**src/rtl/adsr_pkg.sv**
```systemverilog
package adsr_pkg;
  localparam int LVL_W     = 8;
  localparam int CODE_W    = 4;
  localparam int PER_W     = 17;
  localparam int DIV_W     = 5;
  localparam int FALL_MULT = 3;
  localparam logic [LVL_W-1:0] LVL_MAX = {LVL_W{1'b1}};

  typedef enum logic [1:0] {PH_ATTACK, PH_DECAY, PH_RELEASE} phase_t;

  // attack ticks per level step, indexed by rate code
  function automatic logic [PER_W-1:0] base_period(input logic [CODE_W-1:0] code);
    logic [PER_W-1:0] p;
    case (code)
      4'd0:  p = PER_W'(9);
      4'd1:  p = PER_W'(32);
      4'd2:  p = PER_W'(63);
      4'd3:  p = PER_W'(95);
      4'd4:  p = PER_W'(149);
      4'd5:  p = PER_W'(220);
      4'd6:  p = PER_W'(267);
      4'd7:  p = PER_W'(313);
      4'd8:  p = PER_W'(392);
      4'd9:  p = PER_W'(977);
      4'd10: p = PER_W'(1954);
      4'd11: p = PER_W'(3126);
      4'd12: p = PER_W'(3907);
      4'd13: p = PER_W'(11720);
      4'd14: p = PER_W'(19532);
      default: p = PER_W'(31251);
    endcase
    return p;
  endfunction

  function automatic logic [PER_W-1:0] fall_period(input logic [CODE_W-1:0] code);
    return base_period(code) * PER_W'(FALL_MULT);
  endfunction

  // level-dependent slow-down applied to falling segments
  function automatic logic [DIV_W-1:0] exp_div(input logic [LVL_W-1:0] lvl);
    logic [DIV_W-1:0] d;
    if (lvl >= LVL_W'(93))      d = DIV_W'(1);
    else if (lvl >= LVL_W'(54)) d = DIV_W'(2);
    else if (lvl >= LVL_W'(26)) d = DIV_W'(4);
    else if (lvl >= LVL_W'(14)) d = DIV_W'(8);
    else if (lvl >= LVL_W'(6))  d = DIV_W'(16);
    else                        d = DIV_W'(30);
    return d;
  endfunction

  function automatic logic [LVL_W-1:0] sus_expand(input logic [CODE_W-1:0] s);
    return {s, s};
  endfunction
endpackage

```
**src/rtl/adsr_rate_prescaler.sv**
```systemverilog
module adsr_rate_prescaler #(
  parameter int W = 17
) (
  input  logic         clk,
  input  logic         rst_n,
  input  logic         tick_en,
  input  logic         clr,
  input  logic [W-1:0] period,
  output logic         rate_hit
);
  logic [W-1:0] cnt;

  assign rate_hit = tick_en && !clr && (cnt >= period - W'(1));

  always_ff @(posedge clk or negedge rst_n) begin
    if (!rst_n)       cnt <= '0;
    else if (clr)     cnt <= '0;
    else if (tick_en) cnt <= rate_hit ? '0 : cnt + W'(1);
  end

  // counter never advances on an unticked cycle
  assert_cnt_needs_tick_R9: assert property (@(posedge clk) disable iff (!rst_n)
    (!tick_en && !clr) |=> $stable(cnt));
endmodule

```
**src/rtl/adsr_exp_divider.sv**
```systemverilog
module adsr_exp_divider #(
  parameter int W = 5
) (
  input  logic         clk,
  input  logic         rst_n,
  input  logic         clr,
  input  logic         rate_hit,
  input  logic [W-1:0] div,
  output logic         fall_step
);
  logic [W-1:0] cnt;

  assign fall_step = rate_hit && !clr && (cnt >= div - W'(1));

  always_ff @(posedge clk or negedge rst_n) begin
    if (!rst_n)        cnt <= '0;
    else if (clr)      cnt <= '0;
    else if (rate_hit) cnt <= fall_step ? '0 : cnt + W'(1);
  end

  // divider position always stays inside the current divide ratio
  assert_cnt_below_div_R7: assert property (@(posedge clk) disable iff (!rst_n)
    cnt < div);
endmodule

```
**src/rtl/adsr_env_gen.sv**
```systemverilog
module adsr_env_gen
  import adsr_pkg::*;
(
  input  logic       clk,
  input  logic       rst_n,
  input  logic       tick_en,
  input  logic       gate,
  input  logic [7:0] rate_ad,
  input  logic [7:0] rate_sr,
  output logic [7:0] env_level
);
  phase_t            phase;
  logic              gate_q;
  logic              gate_edge;
  logic              falling;
  logic [CODE_W-1:0] code_sel;
  logic [PER_W-1:0]  period;
  logic [DIV_W-1:0]  div;
  logic [LVL_W-1:0]  sus_lvl;
  logic              rate_hit;
  logic              fall_step;
  logic              step_evt;

  assign gate_edge = gate ^ gate_q;
  assign falling   = (phase != PH_ATTACK);
  assign sus_lvl   = sus_expand(rate_sr[7:4]);

  always_comb begin
    case (phase)
      PH_ATTACK: code_sel = rate_ad[7:4];
      PH_DECAY:  code_sel = rate_ad[3:0];
      default:   code_sel = rate_sr[3:0];
    endcase
  end

  assign period   = falling ? fall_period(code_sel) : base_period(code_sel);
  assign div      = exp_div(env_level);
  assign step_evt = falling ? fall_step : rate_hit;

  adsr_rate_prescaler #(.W(PER_W)) u_prescale (
    .clk(clk), .rst_n(rst_n), .tick_en(tick_en), .clr(gate_edge),
    .period(period), .rate_hit(rate_hit)
  );

  adsr_exp_divider #(.W(DIV_W)) u_expdiv (
    .clk(clk), .rst_n(rst_n), .clr(gate_edge || !falling),
    .rate_hit(rate_hit), .div(div), .fall_step(fall_step)
  );

  always_ff @(posedge clk or negedge rst_n) begin
    if (!rst_n) begin
      phase     <= PH_RELEASE;
      gate_q    <= 1'b0;
      env_level <= '0;
    end else begin
      gate_q <= gate;
      if (gate_edge) begin
        phase <= gate ? PH_ATTACK : PH_RELEASE;
      end else if (step_evt) begin
        case (phase)
          PH_ATTACK: begin
            if (env_level != LVL_MAX) env_level <= env_level + LVL_W'(1);
            if (env_level >= LVL_MAX - LVL_W'(1)) phase <= PH_DECAY;
          end
          PH_DECAY:
            if (env_level > sus_lvl) env_level <= env_level - LVL_W'(1);
          default:
            if (env_level != '0) env_level <= env_level - LVL_W'(1);
        endcase
      end
    end
  end

  assert_attack_up_R2: assert property (@(posedge clk) disable iff (!rst_n)
    (phase == PH_ATTACK && step_evt && env_level != LVL_MAX) |=>
      env_level == $past(env_level) + LVL_W'(1));

  assert_no_overflow_R3: assert property (@(posedge clk) disable iff (!rst_n)
    (env_level == LVL_MAX) |=> env_level >= LVL_MAX - LVL_W'(1));

  assert_decay_floor_R4: assert property (@(posedge clk) disable iff (!rst_n)
    (phase == PH_DECAY && env_level <= sus_lvl) |=> $stable(env_level));

  assert_release_floor_R6: assert property (@(posedge clk) disable iff (!rst_n)
    (phase == PH_RELEASE && env_level == '0) |=> env_level == '0);

  assert_fall_enters_release_R6: assert property (@(posedge clk) disable iff (!rst_n)
    (gate_edge && !gate) |=> phase == PH_RELEASE);

  assert_edge_keeps_level_R8: assert property (@(posedge clk) disable iff (!rst_n)
    gate_edge |=> $stable(env_level));

  assert_tick_only_R9: assert property (@(posedge clk) disable iff (!rst_n)
    !tick_en |=> $stable(env_level));
endmodule

```
**config.mk**
```make
export PLATFORM = sky130hd
export DESIGN_NAME = adsr_env_gen
export DESIGN_NICKNAME = d
export VERILOG_FILES = /design/src/rtl/adsr_pkg.sv /design/src/rtl/adsr_rate_prescaler.sv /design/src/rtl/adsr_exp_divider.sv /design/src/rtl/adsr_env_gen.sv
export SDC_FILE = /design/constraint.sdc
export NUM_CORES = 1
export LEC_CHECK = 0
export CAP_MARGIN = 5
export CORE_MARGIN = 2
export CORE_UTILIZATION = 46
export CTS_CLUSTER_DIAMETER = 120
export DETAILED_ROUTE_END_ITERATION = 8
export GPL_TIMING_DRIVEN = 0
export PLACE_DENSITY = 0.68
export SLEW_MARGIN = 20
export SYNTH_ARGS = -nofsm -noshare
export SYNTH_HDL_FRONTEND = slang
export SYNTH_SLANG_ARGS = --single-unit
export TNS_END_PERCENT = 10
```
**constraint.sdc**
```tcl
create_clock -name clk -period 7.9 [get_ports clk]
set_input_delay 1.185 -clock clk [delete_from_list [all_inputs] [get_ports clk]]
set_output_delay 1.185 -clock clk [all_outputs]
set_load 0.05 [all_outputs]
```
* After elaboration in Yosys (flattened, before gate mapping)
Memory sizes are Yosys's and may differ from the RTL's. Cells that the tools add are included.
Storage, ports and cells: bits in registers 33, ROM bits 480, output and inout bits 8, word-level logic and storage cells 71, memories 2
Operators by class: $add $sub $neg 6, $mul 1, $lt $le $gt $ge 9, equal/unequal tests 4, multiplexer cells 23, bitwise gates (word level) 2, reduce and logical (&&, ||, !) cells 19
Memory list:
- (no name shown) | words 16, width 15, read ports 1, clocked after Yosys merged registers in 0, write ports 0, RTL line adsr_pkg.sv:14 | case (code)
- (no name shown) | words 16, width 15, read ports 1, clocked after Yosys merged registers in 0, write ports 0, RTL line adsr_pkg.sv:14
Operator list (count):
- $mux W17 | 4
- $mux W5 | 7
- $mux W8 | 3
- $add A17 B1 Y17 const B | 1
- $ge A17 B17 Y1 | 1
- $mul A17 B2 Y17 const B | 1
- $sub A17 B1 Y17 const B | 1
- $pmux W8 S2 | 1
- $reduce_bool A2 Y1 | 6
- $mux W2 | 5
- $add A8 B1 Y8 const B | 1
- $ge A8 B3 Y1 const B | 1
- $ge A8 B4 Y1 const B | 1
- $ge A8 B5 Y1 const B | 1
- $ge A8 B6 Y1 const B | 1
- $ge A8 B7 Y1 const B | 1
- $ge A8 B8 Y1 const B | 1
- $gt A8 B8 Y1 | 1
- $ne A8 B8 Y1 const B | 1
- $pmux W4 S2 | 1
- $reduce_bool A8 Y1 | 1
- $sub A8 B1 Y8 const B | 1
- $add A5 B1 Y5 const B | 1
- $ge A5 B5 Y1 | 1
- other kinds (14) | 20

* Logic depth before layout (Yosys ltp)
An unclocked memory read counts as a cell.
word-level depth 13, depth in mapped cells 31, mapped depth without buffers 28

* Modules after synthesis
From an unflattened synthesis, not the netlist that was laid out.
Second synthesis, totals: cell total of the unflattened synthesis 569, area total of the unflattened synthesis 4541.9 um2
Modules (own cells, without submodules):
- adsr_env_gen | instances 1, cells an instance 336, area each 2438.6 um2, seq. area each 276.5 um2
- adsr_rate_prescaler | instances 1, cells an instance 189, area each 1682.9 um2, seq. area each 425.4 um2
- adsr_exp_divider | instances 1, cells an instance 44, area each 420.4 um2, seq. area each 125.1 um2

* Least setup slack after synthesis
Ideal clock, no wire load.
path type in2reg, from input rate_ad[1], to register phase[1], setup time 0.082 ns, data arrival time 7.732 ns, data required time 7.818 ns, path slack 0.086 ns, stages 28, path through mux2i_1 > o21ai_0 > inv_1 > ha_1 > nand2b_1 > a31oi_2 > inv_1 > ha_1 > fa_1 > a211oi_1 > nor2_1 > o22ai_1 > mux2_2 > xor2_1 > a211o_1 > or4b_4 > nor2_4 > xor2_1 > ha_1 > nand4_1 > nor4_1 > a211o_1 > a21o_1 > a2111oi_0 > a21oi_1 > clkbuf_1 > a31oi_1 > mux2_2
Between the ends: cells in the longest elaborated chain, start to end 12
RTL lines:
- from (decl) | RTL line adsr_env_gen.sv:8 | input logic [7:0] rate_ad,
- $pmux W4 S2 (*) | RTL line adsr_env_gen.sv:29 | case (phase)
- $mem_v2 Z16 W15
- $mul A17 B2 Y17 | RTL line adsr_pkg.sv:36 | return base_period(code) * PER_W'(FALL_MULT);
- $mux W17 (*) | RTL line adsr_env_gen.sv:36 | assign period = falling ? fall_period(code_sel) : base_period(code_sel);
- $sub A17 B1 Y17 (*) | RTL line adsr_rate_prescaler.sv:13 | assign rate_hit = tick_en && !clr && (cnt >= period - W'(1));
- $ge A17 B17 Y1 (*) | RTL line adsr_rate_prescaler.sv:13
- $logic_and A1 B1 Y1 (*) | RTL line adsr_rate_prescaler.sv:13
- $logic_and A1 B1 Y1 (2 in series) | RTL line adsr_exp_divider.sv:13 | assign fall_step = rate_hit && !clr && (cnt >= div - W'(1));
- $mux W1 (*) | RTL line adsr_env_gen.sv:38 | assign step_evt = falling ? fall_step : rate_hit;
- $reduce_bool A2 Y1 (no line) (*)
- $reduce_and A3 Y1 (no line) (*)
- to (signal assigned) | RTL line adsr_env_gen.sv:58 | phase <= gate ? PH_ATTACK : PH_RELEASE;
- to (decl) | RTL line adsr_env_gen.sv:12 | phase_t phase;
Every way passes the cells marked *; elsewhere a longest branch is shown, timed or not. A chain may end at the register's enable or synchronous reset.

* Worst setup path in the final report
from input rate_ad[4], to register env_level[1]
Between the ends: cells in the longest elaborated chain, start to end 11
RTL lines:
- $pmux W4 S2 (*) | RTL line adsr_env_gen.sv:29
- $mem_v2 Z16 W15
- $mul A17 B2 Y17 | RTL line adsr_pkg.sv:36
- $mux W17 (*) | RTL line adsr_env_gen.sv:36
- $sub A17 B1 Y17 (*) | RTL line adsr_rate_prescaler.sv:13
- $ge A17 B17 Y1 (*) | RTL line adsr_rate_prescaler.sv:13
- $logic_and A1 B1 Y1 (*) | RTL line adsr_rate_prescaler.sv:13
- $logic_and A1 B1 Y1 (2 in series) | RTL line adsr_exp_divider.sv:13
- $mux W1 (*) | RTL line adsr_env_gen.sv:38
- $reduce_and A5 Y1 (no line) (*)
- to (signal assigned) | RTL line adsr_env_gen.sv:62 | if (env_level != LVL_MAX) env_level <= env_level + LVL_W'(1);
- to (signal assigned) | RTL line adsr_env_gen.sv:66 | if (env_level > sus_lvl) env_level <= env_level - LVL_W'(1);
- to (signal assigned) | RTL line adsr_env_gen.sv:68 | if (env_level != '0) env_level <= env_level - LVL_W'(1);
- to (decl) | RTL line adsr_env_gen.sv:10 | output logic [7:0] env_level
Marks and branches as above.

==> results.sh <==
export IMPL_drt_initial_drc_count=317
export IMPL_syn_area_per_cell_sq_um=8.14
export IMPL_grt_overflow=0
export IMPL_fmax_ghz=0.131
export IMPL_grt_use_total_pct=23.3
export IMPL_numCtsBuffers=5
export IMPL_grt_max_degree=21
export IMPL_die_w_microns=107
export IMPL_grt_pass1_wl_mm=21.8
export IMPL_final_common_cell="ha_1"
export IMPL_stdcell_area_sq_um=5750
export IMPL_final_cells=780
export IMPL_routed_wirelength_mm=13.3
export IMPL_drv_cap=0
export IMPL_critPathMaxFanout=10
export IMPL_crit_slowest_cell="or4b_4"
export IMPL_final_nets=726
export IMPL_core_sq_um=10300
export IMPL_cp_slowest_stage_delay_ns=0.54
export IMPL_crit_arrival_ns=7.84
export IMPL_synth_seq_area_share_pct=17.1
export IMPL_antenna_found_initial=0
export IMPL_gp_congestion=0.923
export IMPL_row_count=37
export IMPL_h_tree_depth=2
export IMPL_startpoint_type="input pin"
export IMPL_dp_cells=758
export IMPL_path_clk_slew_ns=0.08
export IMPL_antenna_left=0
export IMPL_outcome="finished clean"
export IMPL_path_buf_inv=1
export IMPL_clk_insertion_delay_late_ns=0.29
export IMPL_slew_headroom_pct=50.7
export IMPL_initial_utilization_pct=47.2
export IMPL_cts_sinks=33
export IMPL_routedWlPerCell_microns=17.0
export IMPL_setup_viol_count_final=0
export IMPL_drc=0
export IMPL_peakVddDrop_uv=60.9
export IMPL_post_route_period_util_pct=96.9
export IMPL_fillers=935
export IMPL_tightest_slew_ns=0.736
export IMPL_placed_cell_area_sq_um=5290
export IMPL_vias=4809
export IMPL_cts_tree="built"
export IMPL_antennaDiodeCount=0
export IMPL_crit_family="compound AO/OA/AOI/OAI gates"
export IMPL_max_clock_path_buffers=2
export IMPL_cp_data_required_time_ns=8.08
export IMPL_fin_skew_ns=0.0116
export IMPL_setup_worst_path_end_class="flop"
export IMPL_drtPass1Iterations=5
export IMPL_viasPerCell=6.17
export IMPL_ys_flop_type="dfrtp_1"
export IMPL_final_cell_mix="59 x ha_1, 45 x nor2_1, 43 x nand2_1"
export IMPL_hold_worst_slack_ns=0.560
export IMPL_powerDensity_nw_per_um2=180
export IMPL_timing_final_crit_period_ns=7.66
export IMPL_drive_gt1_share_pct=16.1
export IMPL_hold_class="flop to flop"
export IMPL_yosysWarnings=0
export IMPL_finalMaxSlewViolations=0
export IMPL_synth_nets=679
export IMPL_io_buffers=25
export IMPL_final_hold_violation_count=0
export IMPL_grt_pass1_vias=4561
export IMPL_path_class="input pin to flop"
export IMPL_io_pins=28
export IMPL_hpwlAfterDp_mm=10.1
export IMPL_yosys_register_bits=33
export IMPL_die_h_microns=107
export IMPL_synthCells=596
export IMPL_async_flop_share_pct=100
export IMPL_root_buffer="clkbuf_8"
export IMPL_p_leak_nw=2.52
export IMPL_dieArea_sq_um=11400
export IMPL_synth_edf_count=0
export IMPL_syn_cell_area_sq_um=4850
export IMPL_ys_types=79
export IMPL_post_place_ws_ns=-2.03
export IMPL_total_power_mw=1.04
export IMPL_fin_ws_ns=0.243
export IMPL_areaGrowthSynthToFinish_pct=18.6
==> flip-flops by register name, indices dropped and copies added (netlist names) <==
register,count
phase,2
gate_q,1
u_expdiv.cnt,5
env_level,8
u_prescale.cnt,17
==> synth_stat cells (all sizes together) (11+ instances only) <==
| library cell | n | share of area, % |
|---|---|---|
| ha | 62 | 16 |
| nor2 | 50 | 4.1 |
| nand2 | 44 | 3.4 |
| o21ai | 33 | 3.4 |
| dfrtp | 32 | 17 |
| inv | 32 | 2.5 |
| a21oi | 29 | 3.1 |
| xnor2 | 23 | 4.2 |
| mux2i | 19 | 4.3 |
| o21a | 19 | 3.1 |
| nor3 | 18 | 2.0 |
| a21o | 15 | 2.3 |
| buf | 15 | 1.9 |
| nand3 | 14 | 1.4 |
| a211oi | 11 | 1.8 |
| and3 | 11 | 1.4 |
| clkbuf | 11 | 0.85 |
| xor2 | 11 | 2.0 |
==> stage by stage <==
| step | utilization (%) | setup TNS (ns) |
|---|---|---|
| after global placement | 51.3 | -54.95 |
| after global routing | 56.0 | -0.0577 |
| after detailed placement | 51.5 | -59.80 |
| after CTS | 53.9 | 0 |
| after floorplan | - | 0 |
| final | 56.0 | 0 |
==> final cells by class <==
cell class | count | area (sq um) | share of cell area, %
Sequential cell | 33 | 827 | 14.4
Inverter | 32 | 125 | 2.17
Buffer | 25 | 141 | 2.46
Tap cell | 136 | 170 | 2.96
Clock buffer | 7 | 86.3 | 1.50
Multi-Input combinational cell | 505 | 4010 | 69.7
Timing Repair Buffer | 41 | 383 | 6.66
Clock inverter | 1 | 7.51 | 0.130
==> worst reg2reg max path, delay by kind of cell (launching register included) <==
| kind | cells | cell delay (ns) |
|---|---|---|
| muxes | 2 | 0.75 |
| and+or+nand+nor | 8 | 1.74 |
| adders and majority gates | 4 | 1.14 |
| xor gates and xnor gates | 2 | 0.29 |
| DFF | 1 | 0.58 |
| buffers and inverters | 3 | 0.40 |
| AOI/OAI and AO/OA | 10 | 1.91 |
==> final timing paths <==
path | depth (start not counted) | slack (ns) | end | from
min in group asynchronous | 1 | 0.80 | u_prescale.cnt[11]$_DFFE_PN0P_ | rst_n
max reg2reg | 29 | 0.97 | env_level[1]$_DFFE_PN0P_ | phase[1]$_DFFE_PN1P_
max in group asynchronous | 2 | 6.59 | phase[1]$_DFFE_PN1P_ | rst_n
max | 26 | 0.24 | env_level[1]$_DFFE_PN0P_ | rate_ad[4]
min reg2reg | 1 | 0.56 | u_prescale.cnt[16]$_DFFE_PN0P_ | u_prescale.cnt[16]$_DFFE_PN0P_
min | 1 | 0.56 | u_prescale.cnt[16]$_DFFE_PN0P_ | u_prescale.cnt[16]$_DFFE_PN0P_
==> power by group <==
part	switching (mW)	internal, mW	total [mW]
sequential	0.0137	0.178	0.191
combinational	0.415	0.290	0.705
clock	0.0687	0.0709	0.140
==> kinds of logic (layout without fill, tap and decap cells) <==
family,Yosys count,after routing,share of synthesized area [%]
AO/OA/AOI/OAI,178,178,26.2
XOR/XNOR,34,34,6.14
adder cells (fa/ha/maj),64,64,16.6
buffers and inverters,58,106,5.19
flip-flops,33,33,17.1
multiplexers,27,27,6.19
AND/OR/NAND/NOR,202,202,22.6
==> metal layers <==
metal | track usage, % | up-vias | part of all wire [%]
met4 | 6.68 | 0 | 2.2
li1 | - | 2318 | -
met5 | 0 | - | 0
met3 | 3.28 | 24 | 4.0
met2 | 38.7 | 123 | 48
met1 | 31.5 | 2344 | 46
==> what timing repair did <==
action	CTS	global route
gates cloned	1	0
buffers inserted	4	10
resized for setup	30	45
endpoints found under the setup margin	32	32
pin swaps	4	12
hold buffers	0	0
Note: power is estimated with default switching activity, not from simulation.
